### src/rtl/lbr_pkg.sv
package lbr_pkg;

  typedef enum logic [2:0] {
    ST_IDLE,
    ST_ADDR,
    ST_SETUP,
    ST_CSONLY,
    ST_ACTIVE,
    ST_TURN,
    ST_HOLD
  } lbr_state_e;

  typedef struct packed {
    logic       relax;
    logic       ehold;
    logic       early;
    logic [1:0] setup;
  } lbr_opt_t;

endpackage

### src/rtl/lbr_timing_calc.sv
module lbr_timing_calc
  import lbr_pkg::*;
#(
  parameter int WSW        = 4,
  parameter int HOLD_BOTH  = 4,
  parameter int HOLD_EXT   = 1,
  parameter int HOLD_RELAX = 1
) (
  input  lbr_opt_t       opt,
  input  logic [WSW-1:0] wait_states,
  output logic           early_oe,
  output logic [WSW:0]   wait_cnt,
  output logic [WSW:0]   hold_cnt
);
  localparam int CW = WSW + 1;

  // enable coincides with select only for the early flag with a long setup code
  assign early_oe = opt.early && opt.setup[1];

  // relaxed timing doubles the wait window
  assign wait_cnt = opt.relax ? {wait_states, 1'b0} : {1'b0, wait_states};

  always_comb begin
    unique case ({opt.ehold, opt.relax})
      2'b11:   hold_cnt = CW'(HOLD_BOTH);
      2'b10:   hold_cnt = CW'(HOLD_EXT);
      2'b01:   hold_cnt = CW'(HOLD_RELAX);
      default: hold_cnt = '0;
    endcase
  end
endmodule

### src/rtl/lbr_read_fsm.sv
module lbr_read_fsm
  import lbr_pkg::*;
#(
  parameter int WSW = 4
) (
  input  logic         clk,
  input  logic         rst,
  input  logic         req_fire,
  input  logic         relax,
  input  logic         early_oe,
  input  logic [WSW:0] wait_cnt,
  input  logic [WSW:0] hold_cnt,
  output lbr_state_e   state_d,
  output logic         cap_en
);
  localparam int CW = WSW + 1;

  lbr_state_e    state_q;
  logic [CW-1:0] cnt_q, cnt_d;

  always_comb begin
    state_d = state_q;
    cnt_d   = cnt_q;
    unique case (state_q)
      ST_IDLE:   if (req_fire) state_d = ST_ADDR;
      ST_ADDR: begin
        if (relax) state_d = ST_SETUP;
        else if (early_oe) begin
          state_d = ST_ACTIVE;
          cnt_d   = wait_cnt;
        end else state_d = ST_CSONLY;
      end
      ST_SETUP: begin
        if (early_oe) begin
          state_d = ST_ACTIVE;
          cnt_d   = wait_cnt;
        end else state_d = ST_CSONLY;
      end
      ST_CSONLY: begin
        state_d = ST_ACTIVE;
        cnt_d   = wait_cnt;
      end
      ST_ACTIVE: begin
        if (cnt_q == '0) state_d = ST_TURN;
        else cnt_d = cnt_q - 1'b1;
      end
      ST_TURN: begin
        if (hold_cnt == '0) state_d = ST_IDLE;
        else begin
          state_d = ST_HOLD;
          cnt_d   = hold_cnt - 1'b1;
        end
      end
      ST_HOLD: begin
        if (cnt_q == '0) state_d = ST_IDLE;
        else cnt_d = cnt_q - 1'b1;
      end
      default: state_d = ST_IDLE;
    endcase
  end

  always_ff @(posedge clk) begin
    if (rst) begin
      state_q <= ST_IDLE;
      cnt_q   <= '0;
    end else begin
      state_q <= state_d;
      cnt_q   <= cnt_d;
    end
  end

  assign cap_en = (state_q == ST_ACTIVE) && (cnt_q == '0);

  // a capture is always followed by the turnaround cycle
  assert_turn_after_capture_R8: assert property (@(posedge clk) disable iff (rst)
    cap_en |=> (state_q == ST_TURN));

  // no new access starts from anywhere but idle
  assert_addr_from_idle_R10: assert property (@(posedge clk) disable iff (rst)
    (state_q == ST_ADDR) |-> ($past(state_q) == ST_IDLE));
endmodule

### src/rtl/lbr_data_capture.sv
module lbr_data_capture #(
  parameter int DW = 16
) (
  input  logic          clk,
  input  logic          rst,
  input  logic          cap_en,
  input  logic [DW-1:0] bus_ad_in,
  output logic          rd_valid,
  output logic [DW-1:0] rd_data
);
  always_ff @(posedge clk) begin
    if (rst) begin
      rd_valid <= 1'b0;
      rd_data  <= '0;
    end else begin
      rd_valid <= cap_en;
      if (cap_en) rd_data <= bus_ad_in;
    end
  end

  // data-valid is a single-cycle pulse
  assert_valid_pulse_R7: assert property (@(posedge clk) disable iff (rst)
    rd_valid |=> !rd_valid);
endmodule

### src/rtl/lbr_pin_driver.sv
module lbr_pin_driver
  import lbr_pkg::*;
#(
  parameter int DW = 16
) (
  input  logic          clk,
  input  logic          rst,
  input  lbr_state_e    state_d,
  input  logic          req_fire,
  input  logic [DW-1:0] req_addr,
  input  logic          rd_valid,
  output logic          bus_ale,
  output logic          bus_ad_oe,
  output logic [DW-1:0] bus_ad_out,
  output logic          bus_cs_n,
  output logic          bus_oe_n,
  output logic          req_ready
);
  always_ff @(posedge clk) begin
    if (rst) begin
      bus_ale    <= 1'b0;
      bus_ad_oe  <= 1'b0;
      bus_ad_out <= '0;
      bus_cs_n   <= 1'b1;
      bus_oe_n   <= 1'b1;
      req_ready  <= 1'b1;
    end else begin
      bus_ale   <= (state_d == ST_ADDR);
      bus_ad_oe <= (state_d == ST_ADDR);
      bus_cs_n  <= !((state_d == ST_CSONLY) || (state_d == ST_ACTIVE));
      bus_oe_n  <= (state_d != ST_ACTIVE);
      req_ready <= (state_d == ST_IDLE);
      if (req_fire) bus_ad_out <= req_addr;
    end
  end

  // the latch strobe lasts one cycle, with the bus driven and select idle
  assert_ale_single_R2: assert property (@(posedge clk) disable iff (rst)
    bus_ale |=> !bus_ale);
  assert_ale_drive_R2: assert property (@(posedge clk) disable iff (rst)
    bus_ale |-> (bus_ad_oe && bus_cs_n));

  // enable only inside select and with the bus released
  assert_oe_inside_cs_R5: assert property (@(posedge clk) disable iff (rst)
    !bus_oe_n |-> (!bus_cs_n && !bus_ad_oe));
  assert_oe_cs_negate_R5: assert property (@(posedge clk) disable iff (rst)
    $rose(bus_oe_n) |-> $rose(bus_cs_n));

  // valid data comes back in a quiet bus cycle
  assert_turn_quiet_R8: assert property (@(posedge clk) disable iff (rst)
    rd_valid |-> (bus_cs_n && bus_oe_n && !bus_ad_oe));

  // never ready while select is active
  assert_busy_in_access_R10: assert property (@(posedge clk) disable iff (rst)
    !bus_cs_n |-> !req_ready);
endmodule

### src/rtl/lbr_read_seq.sv
module lbr_read_seq
  import lbr_pkg::*;
#(
  parameter int DW         = 16,
  parameter int WSW        = 4,
  parameter int HOLD_BOTH  = 4,
  parameter int HOLD_EXT   = 1,
  parameter int HOLD_RELAX = 1
) (
  input  logic           clk,
  input  logic           rst,
  input  logic           req_valid,
  input  logic [DW-1:0]  req_addr,
  input  logic           opt_relax,
  input  logic           opt_ehold,
  input  logic           opt_early,
  input  logic [1:0]     opt_setup,
  input  logic [WSW-1:0] cfg_wait,
  output logic           req_ready,
  output logic           bus_ale,
  output logic [DW-1:0]  bus_ad_out,
  output logic           bus_ad_oe,
  input  logic [DW-1:0]  bus_ad_in,
  output logic           bus_cs_n,
  output logic           bus_oe_n,
  output logic           rd_valid,
  output logic [DW-1:0]  rd_data
);
  localparam int CW = WSW + 1;

  lbr_opt_t       opt_q;
  logic [WSW-1:0] wait_q;
  logic           req_fire;
  logic           early_oe;
  logic [CW-1:0]  wait_cnt, hold_cnt;
  lbr_state_e     state_d;
  logic           cap_en;

  assign req_fire = req_valid && req_ready;

  // options are held for the whole access
  always_ff @(posedge clk) begin
    if (rst) begin
      opt_q  <= '0;
      wait_q <= '0;
    end else if (req_fire) begin
      opt_q  <= '{relax: opt_relax, ehold: opt_ehold, early: opt_early, setup: opt_setup};
      wait_q <= cfg_wait;
    end
  end

  lbr_timing_calc #(
    .WSW(WSW), .HOLD_BOTH(HOLD_BOTH), .HOLD_EXT(HOLD_EXT), .HOLD_RELAX(HOLD_RELAX)
  ) u_calc (
    .opt(opt_q), .wait_states(wait_q),
    .early_oe(early_oe), .wait_cnt(wait_cnt), .hold_cnt(hold_cnt)
  );

  lbr_read_fsm #(.WSW(WSW)) u_fsm (
    .clk(clk), .rst(rst), .req_fire(req_fire), .relax(opt_q.relax),
    .early_oe(early_oe), .wait_cnt(wait_cnt), .hold_cnt(hold_cnt),
    .state_d(state_d), .cap_en(cap_en)
  );

  lbr_data_capture #(.DW(DW)) u_cap (
    .clk(clk), .rst(rst), .cap_en(cap_en), .bus_ad_in(bus_ad_in),
    .rd_valid(rd_valid), .rd_data(rd_data)
  );

  lbr_pin_driver #(.DW(DW)) u_pins (
    .clk(clk), .rst(rst), .state_d(state_d), .req_fire(req_fire),
    .req_addr(req_addr), .rd_valid(rd_valid),
    .bus_ale(bus_ale), .bus_ad_oe(bus_ad_oe), .bus_ad_out(bus_ad_out),
    .bus_cs_n(bus_cs_n), .bus_oe_n(bus_oe_n), .req_ready(req_ready)
  );
endmodule

### config.mk
export PLATFORM = sky130hd
export DESIGN_NAME = lbr_read_seq
export DESIGN_NICKNAME = d
export VERILOG_FILES = /design/src/rtl/lbr_pkg.sv /design/src/rtl/lbr_timing_calc.sv /design/src/rtl/lbr_read_fsm.sv /design/src/rtl/lbr_data_capture.sv /design/src/rtl/lbr_pin_driver.sv /design/src/rtl/lbr_read_seq.sv
export SDC_FILE = /design/constraint.sdc
export NUM_CORES = 1
export LEC_CHECK = 0
export ABC_AREA = 1
export BUFFER_PORTS_ARGS = -buffer_cell sky130_fd_sc_hd__buf_2
export CORE_UTILIZATION = 49
export DETAILED_ROUTE_END_ITERATION = 10
export PLACE_DENSITY = 0.86
export RECOVER_POWER = 25
export SLEW_MARGIN = 10
export SYNTH_ARGS = -nofsm -noshare
export SYNTH_HDL_FRONTEND = slang
export SYNTH_SLANG_ARGS = --single-unit
### constraint.sdc
create_clock -name clk -period 1.7 [get_ports clk]
set_clock_uncertainty 0.2 [all_clocks]
set_input_delay 0.255 -clock clk [delete_from_list [all_inputs] [get_ports clk]]
set_output_delay 0.255 -clock clk [all_outputs]
set_load 0.1 [all_outputs]
==> results of run 1 <==
-- cell usage in the layout (no fill, tap or decap), types with 2 or more instances in the layout --
| cell | netlist | routed |
|---|---|---|
| nand2_1 | 44 | 44 |
| a21oi_1 | 6 | 6 |
| nor2_2 | 3 | 3 |
| dfxtp_2 | 0 | 3 |
| inv_1 | 18 | 18 |
| o21ai_0 | 43 | 43 |
| dlygate4sd3_1 | 0 | 15 |
| clkbuf_8 | 0 | 5 |
| nand2_4 | 2 | 2 |
| dfxtp_1 | 53 | 50 |
| buf_2 | 3 | 76 |
| nor2_1 | 96 | 96 |
| nand3_1 | 18 | 18 |
| ha_1 | 3 | 3 |
| nand3_2 | 2 | 2 |
| buf_4 | 2 | 10 |
| nand4_1 | 6 | 6 |
| clkbuf_2 | 0 | 4 |
| nor2_8 | 2 | 2 |
| nand2_2 | 4 | 4 |
| inv_2 | 5 | 5 |
-- cell type report --
type / instances / area [µm²]
fill: 383 / 1440
multi-input combinational: 235 / 1110
sequential: 53 / 1060
timing repair buffer: 106 / 646
inverter: 24 / 92.6
clock buffer: 6 / 72.6
tap: 52 / 65.1
clock inverter: 2 / 13.8
-- repair_timing --
| item | 4_1_cts | 5_1_grt |
|---|---|---|
| setup endpoints to repair | 0 | 14 |
| endpoints found under the hold margin | 15 | 0 |
| hold buffers | 15 | 0 |
| gates resized for setup | 0 | 1 |
-- state kept, by name, summed over array words and instances (netlist names), 3 cells and up --
register,count
u_fsm.state_q,3
u_fsm.cnt_q,5
u_cap.rd_data,16
opt_q,4
u_pins.bus_ad_out,16
wait_q,4
-- worst paths after layout --
check	startpoint	slack (ps)	end	cells after the start
worst min register to register	wait_q[3]$_SDFFE_PP0P_	280	wait_q[3]$_SDFFE_PP0P_	2
worst max-delay path	u_fsm.cnt_q[1]$_SDFFE_PP0P_	60	u_cap.rd_data[8]$_SDFFE_PP0P_	7
worst max register to register	u_fsm.cnt_q[1]$_SDFFE_PP0P_	60	u_cap.rd_data[8]$_SDFFE_PP0P_	7
worst min-delay path	bus_ad_in[8]	-7	u_cap.rd_data[8]$_SDFFE_PP0P_	3
-- power breakdown --
part | leakage (nW) | internal [mW] | total [mW] | switching, mW
registers | 0.435 | 1.49 | 1.64 | 0.145
clock network | 0.0456 | 0.294 | 0.697 | 0.402
logic | 1.08 | 0.635 | 2.76 | 2.12
total | 1.56 | 2.42 | 5.10 | 2.67
-- kinds of logic after synthesis --
family                   after synthesis  synth area share (%)
AND/OR/NAND/NOR                      179                  33.7
buffers and inverters                 40                  8.21
flip-flops                            53                  44.9
AO/OA/AOI/OAI                         53                  11.5
adder cells (fa/ha/maj)                3                  1.59
-- through the flow --
step / setup TNS, ps / std cells / hold slack, ps / util (%) / power (mW)
3_3_place_gp: 0 / 455 / 251 / 62.7 / 4.33
6_report: 0 / 478 / -6.88 / 68.0 / 5.10
2_1_floorplan: 0 / 328 / 120 / - / 3.95
5_1_grt: -118 / 478 / 2.79 / 68.0 / 5.39
4_1_cts: 0 / 478 / 0.248 / 67.9 / 5.09
3_5_place_dp: 0 / 455 / 270 / 62.7 / 4.37
-- worst min-delay path, stage by stage --
cell    delay, ps
buf_2          80
nor2_1         40
nor2_1         90
-- layer usage --
metal  global-route usage, %  part of all wire [%]
met5                       0                     0
met4                    5.33                  0.41
met3                    6.89                   6.8
met2                    43.9                    51
met1                    27.4                    42
==> impl_metrics.toml, run 1 <==
[clock_network]
clock_latency_ps = 290
root_buffer = "clkbuf_8"
cts-buffers-inserted = 5
clock_sinks = 53
post_cts_buffers = 0
clk_pin_slew_ps = 90
ctsHtreeMaxLevel = 2
tritoncts = "yes"
clk_path_buf_depth = 2

[hold_path]
min_path_type = "in -> reg"

[timing]
maxSlewHeadroom_pct = 64.2
min_period_ps = 1640
worst_slew_pin_slew_ps = 539
fin_crit_sh_pct = 96.6
timing.hold.ws_ps = -6.88
finalHoldViolCount = 1
setup_viol = 0
setup_ws_ps = 58.6
rsz0062_at_grt = "true"
fmax_ghz = 0.609
drv_slew = 0

[power]
ir_drop_mv = 0.962
powerDensity_mw_per_mm2 = 1660
p_leak_nw = 1.56

[yosys]
ys_seq_area_share_pct = 44.9
ys_types = 26
synth_top_cell_by_area = "dfxtp_1"
synth_common_cells = "nor2_1, dfxtp_1, nand2_1"
synthArstFlopShare_pct = 0
synth_nets = 375
synthTopCellsByArea = "dfxtp_1, nor2_1, o21ai_0"
yosys_warnings = 0
synth.most_common_cell = "nor2_1"
synth_seq_cells = 53
synth_edf_count = 0
netlist_instances = 328
syn_area_mm2 = 0.00236
yosysTopAreaCellShare_pct = 44.9
synthFlopType = "dfxtp_1"
avgSynthCellArea_um2 = 7.20

[flow_run]
drv_cap = 0

[placement]
gp_congestion = 0.915
dp_slack_ps = 45.9
dpl_cell_area_mm2 = 0.00282
hpwlAfterDp_um = 3860
io_buffer_count = 80

[die]
initial_core_util_pct = 52.4
io_pins = 82
die_y_um = 71.4
dieWidth_um = 71.4
coreArea_mm2 = 0.00450
die-area_mm2 = 0.00510
fp-row-count = 24

[grt]
grt_start_max_net_pins = 34
grt_pass1_vias = 2318
antenna_found_initial = 0
grt-ovfl-total = 0
grt_pass1_wl_um = 9830
track_usage_pct = 23.9

[setup_path]
critPathCaptureType = "flip-flop"
slowest_delay_ps = 320
critPathBufInv = 2
cp_max_fo = 16
crit_slowest_cell = "dfxtp_1"
crit_family = "simple AND/OR/NAND/NOR gates"
start_kind = "flip-flop"
path_class = "reg -> reg"
cp.arrival_ps = 1680
worstPathCellList = "inv_1 -> ha_1 -> nand3_2 -> nor2_8 -> buf_12 -> o21ai_0 -> nor2_1"
cp.required_ps = 1740

[route]
ant_nets = 0
drcViolationCount = 0
routed-via-count = 2379
wl_per_cell_um = 11.9
viasPerCell = 4.98
routed_wl_um = 5680
first_pass_iters = 4
initialDrtViolationCount = 163

[status]
violations = "hold timing"
outcome = "finished, violations left"

[final_layout]
fin_area_mm2 = 0.00306
diodes = 0
nets = 472
layout-drive-gt1-share_pct = 28.6
area_growth_syn_to_layout_pct = 29.6
No activity file was read; power rests on OpenSTA's default activity.
==> inputs of run 2 (changes only) <==
Settings changed: PLACE_DENSITY 0.86 to 0.79.
==> run 2 against run 1 <==
Against the previous run:
- the run now ends clean
- cell area is 5.4% higher
- clock power is 43% higher
- first-iteration DRC count is 12% lower
- non-clock buffer count is 9 higher
- cell count is 1.9% higher
- core utilization is 3.6 points higher
- worst setup slack better by 22 ps
- die area stayed put
- highest routed layer unchanged
==> impl_metrics.toml, run 2 (same netlist as run 1, synthesis figures left out) <==
[final_layout]
nets = 481
regArea_mm2 = 0.00106
reg_top3 = "u_cap.rd_data x16, u_pins.bus_ad_out x16, u_fsm.cnt_q x5"
multiInputGateArea_mm2 = 0.00113
final_cell_mix = "nor2_1, buf_2, dfxtp_1"
layout-drive-gt1-share_pct = 28.7
final_common_cell = "nor2_1"
diodes = 0
area_growth_syn_to_layout_pct = 36.5
nFillCells = 345

[placement]
io_buffer_count = 80
gp_congestion = 0.835
hpwlAfterDp_um = 3910

[timing]
min_period_ps = 1620
finalHoldViolCount = 0
setup_viol = 0
fin_crit_sh_pct = 95.2
fin_setup_tns_ps = 0
timing.hold.ws_ps = 3.26
drv_slew = 0
maxSlewHeadroom_pct = 63.9
fmax_ghz = 0.618
worst_slew_pin_slew_ps = 543
rsz0062_at_grt = "false"

[clock_network]
clock_latency_ps = 310
ctsHtreeMaxLevel = 2
tritoncts = "yes"
clk_path_buf_depth = 2
cts-buffers-inserted = 5
clk_pin_slew_ps = 100
clock_sinks = 53
post_cts_buffers = 0
root_buffer = "clkbuf_8"

[die]
die-area_mm2 = 0.00510
fp-row-count = 24
coreArea_mm2 = 0.00450
dieWidth_um = 71.4
initial_core_util_pct = 52.4
die_y_um = 71.4
io_pins = 82

[grt]
track_usage_pct = 25.6
grt_start_max_net_pins = 29
grt-ovfl-total = 0
grt_pass1_wl_um = 10300
antenna_found_initial = 0
grt_pass1_vias = 2429

[setup_path]
cp_max_fo = 5
cp_common_cell = "nand2_1"
critPathCaptureType = "flip-flop"
crit_family = "simple AND/OR/NAND/NOR gates"
cp.arrival_ps = 1610
slowest_delay_ps = 340
path_class = "reg -> reg"
worstPathCellList = "inv_1 -> ha_4 -> nand3_4 -> nor2_8 -> nor2_1 -> nand2_1 -> nand2_1 -> nand3_1"
crit_slowest_cell = "dfxtp_1"
critPathBufInv = 1
start_kind = "flip-flop"
cp.required_ps = 1690

[power]
switching_power_mw = 2.73
power.internal_mw = 2.76
total_power_mw = 5.48
p_comb_share_pct = 51.6
p_leak_nw = 1.62
p_seq_share_pct = 30.3
ir_drop_mv = 1.06
p_clk_share_pct = 18.1
powerDensity_mw_per_mm2 = 1700
swShare_pct = 49.7

[route]
ant_nets = 0
routed_wl_um = 6170
drcViolationCount = 0
wl_per_cell_um = 12.7
routed-via-count = 2485
initialDrtViolationCount = 144
first_pass_iters = 4
viasPerCell = 5.10

[flow_run]
drv_cap = 0

[hold_path]
min_path_type = "in -> reg"

[status]
outcome = "finished clean"
-- run 2: cell type report --
class                   instances  area share, %
clock buffers                   5           2.13
clock inverters                 3           2.02
inverters                      24           2.87
multi-input cells             235           35.0
flip-flops and latches         53           33.0
well taps                      52           2.02
repair buffers                115           22.9
-- run 2: worst register-to-register path, stage by stage, from the launching register on --
cell,delay [ps]
dfxtp_1,340
inv_1,90
ha_4,190
nand3_4,130
nor2_8,60
nor2_1,220
nand2_1,130
nand2_1,80
nand3_1,70
-- run 2: metal layers --
metal  track usage (%)  share of wire (%)  up-vias
met3              5.63                5.7       16
li1                  -                  -     1255
met2              47.6                 51       78
met1              27.8                 41     1136
met5                 0                  0        -
met4              11.1                2.3        0
-- run 2: final timing paths --
check | from | to | slack, ps | cells after the start
worst max-delay path | u_fsm.cnt_q[1]$_SDFFE_PP0P_ | u_pins.bus_cs_n$_SDFF_PP1_ | 80 | 8
worst min-delay path | req_addr[6] | u_pins.bus_ad_out[6]$_SDFFE_PP0P_ | 3 | 3
worst max register to register | u_fsm.cnt_q[1]$_SDFFE_PP0P_ | u_pins.bus_cs_n$_SDFF_PP1_ | 80 | 8
worst min register to register | wait_q[3]$_SDFFE_PP0P_ | wait_q[3]$_SDFFE_PP0P_ | 280 | 2
-- run 2: power by group through the flow --
stage	logic, mW	clock network [mW]	registers, mW
4_1_cts	2.77	1.01	1.65
6_report	2.83	0.994	1.66
5_1_grt	3.03	1.05	1.69
3_5_place_dp	2.72	0	1.67
3_3_place_gp	2.67	0	1.67
2_1_floorplan	1.17	0	2.79
-- run 2: timing repair --
action / CTS / global route
gates resized for setup: 1 / 5
hold buffers: 24 / 0
endpoints found under the hold margin: 28 / 0
setup endpoints to repair: 1 / 22
-- run 2: stage by stage --
stage	util, %	setup WS, ps	instances	cell area [µm²]
finish	71.6	81.1	487	3230
global route	71.6	2.84	487	3230
CTS	71.0	7.68	487	3200
detailed placement	62.7	12.5	455	2820
global placement	62.7	71.2	455	2820
floorplan	-	92.2	328	2360
==> inputs of run 3 (changes only) <==
Settings changed: CORE_UTILIZATION 49 to 45, PLACE_DENSITY 0.79 to 0.77.
Clock period 1.7 ns to 1.4 ns, I/O delays scaled along.
==> run 3 against run 2 <==
Against the previous run:
- first-iteration DRC count increased to 2.7 times the previous value
- largest power group unchanged
- global-route usage up 9.6 points
- total power grew 53%
- sequential power is 39% higher
- highest routed layer unchanged
- die area increased by 8.6%
- the run now ends with setup timing left
- critical path depth shrank 1
- core utilization grew 14 points
- hold slack better by 29 ps
- combinational power grew 83%
- sequential cell count unchanged
- fmax shrank 2.8%
==> impl_metrics.toml, run 3 (same netlist as run 1, synthesis figures left out) <==
[grt]
met2_usage_pct = 59.8
grt_use_met3_pct = 9.49
antenna_found_initial = 0
grt-ovfl-total = 0
grt_pass1_vias = 2854
grt_start_max_net_pins = 31
grt.busiest_layer = "met2"
track_usage_pct = 35.3
grt_pass1_wl_um = 14400
use_met1_pct = 41.2

[die]
dieWidth_um = 74.5
initial_core_util_pct = 46.5
io_pins = 82
coreArea_mm2 = 0.00507
die-area_mm2 = 0.00554
fp-row-count = 26
die_y_um = 74.5

[final_layout]
reg_top3 = "u_cap.rd_data x16, u_pins.bus_ad_out x16, u_fsm.cnt_q x5"
diodes = 0
final_common_cell = "nor2_1"
postLayoutCoreUtil_pct = 86.1
nFillCells = 195
nets = 513
layout-drive-gt1-share_pct = 47.4
final_cell_mix = "nor2_1, buf_2, buf_12"
area_growth_syn_to_layout_pct = 84.9

[route]
initialDrtViolationCount = 384
ant_nets = 0
viasPerCell = 5.99
first_pass_iters = 6
wl_per_cell_um = 22.0
routed_wl_um = 11800
routed-via-count = 3209
drcViolationCount = 0

[clock_network]
clock_sinks = 53
tritoncts = "yes"
clock_latency_ps = 330
cts-buffers-inserted = 5
clk_pin_slew_ps = 100
clk_path_buf_depth = 2
ctsHtreeMaxLevel = 2
root_buffer = "clkbuf_8"

[status]
violations = "setup timing"
outcome = "finished, violations left"

[timing]
rsz0062_at_grt = "true"
fmax_ghz = 0.600
finalHoldViolCount = 0
setup_ws_ps = -266
worst_slew_pin_slew_ps = 354
maxSlewHeadroom_pct = 76.2
min_period_ps = 1670
drv_slew = 0
timing.hold.ws_ps = 32.6
setup_viol = 31
fin_crit_sh_pct = 119

[power]
powerDensity_mw_per_mm2 = 1920
ir_drop_mv = 1.11
total_power_mw = 8.39
p_leak_nw = 1.96

[setup_path]
slowest_delay_ps = 350
start_kind = "flip-flop"
crit_family = "simple AND/OR/NAND/NOR gates"
cp.required_ps = 1440
path_class = "reg -> reg"
cp_max_fo = 8
critPathBufInv = 2
worstPathCellList = "inv_2 -> ha_4 -> nand3_4 -> nor2_8 -> clkbuf_16 -> o21ai_1 -> nor2_1"
cp.arrival_ps = 1710
critPathCaptureType = "flip-flop"
crit_slowest_cell = "dfxtp_2"

[placement]
gp_congestion = 0.933
io_buffer_count = 80
hpwlAfterDp_um = 4660
dp_slack_ps = -213

[hold_path]
min_path_type = "in -> reg"

[flow_run]
drv_cap = 0
run 3: changes by cell type in the layout (fill, tap and decap cells not counted), sizes merged:
cell,delta
bufinv,-2
dlygate4sd3,+12
clkbuf,-1
clkinv,-1
buf,+23
run 3: final timing paths:
kind	end	depth (start not counted)	slack [ps]	start
min	u_fsm.state_q[2]$_SDFF_PP0_	3	30	rst
min reg2reg	opt_q[1]$_SDFFE_PP0P_	2	330	opt_q[1]$_SDFFE_PP0P_
max reg2reg	u_cap.rd_data[6]$_SDFFE_PP0P_	7	-270	u_fsm.cnt_q[0]$_SDFFE_PP0P_
max	u_cap.rd_data[6]$_SDFFE_PP0P_	7	-270	u_fsm.cnt_q[0]$_SDFFE_PP0P_
run 3: through the flow:
step                      instances  setup TNS [ps]  cell area, µm²
final                           536           -5080            4370
after global placement          486           -1110            3630
after CTS                       531           -1810            4140
after floorplan                 328            -181            2450
after detailed placement        486           -2250            3630
after global routing            536           -6630            4370
run 3: worst register-to-register path: cells and delay by family (launching register included):
family,cells,cell delay (ps)
fa+ha+maj,1,160
buf+inv,2,270
compound gates,1,90
simple gates,3,500
flops,1,350
run 3: final cells by class:
type	instances	area (µm²)	area share, %
Tap cell	70	87.6	2.01
Multi-Input combinational cell	235	1320	30.3
Timing Repair Buffer	147	1650	37.7
Inverter	24	97.6	2.23
Clock buffer	7	86.3	1.98
Sequential cell	53	1130	25.8
run 3: repair_timing:
action,CTS,global route
hold endpoints to repair,36,0
pin swaps,8,27
buffers inserted,3,4
cloned,0,1
resized for setup,27,59
endpoints found under the setup margin,26,28
hold buffers,36,0
run 3: report_power, final:
group	internal [mW]	total [mW]	switching, mW
clock network	0.394	0.921	0.527
logic	1.90	5.17	3.27
registers	1.88	2.30	0.418
run 3: layer usage:
layer	part of all wire [%]	routed length (µm)	vias up
met4	7.7	911	0
met2	48	5690	308
met3	11	1240	106
met1	33	3940	1476
li1	-	-	1319
met5	0	0	-
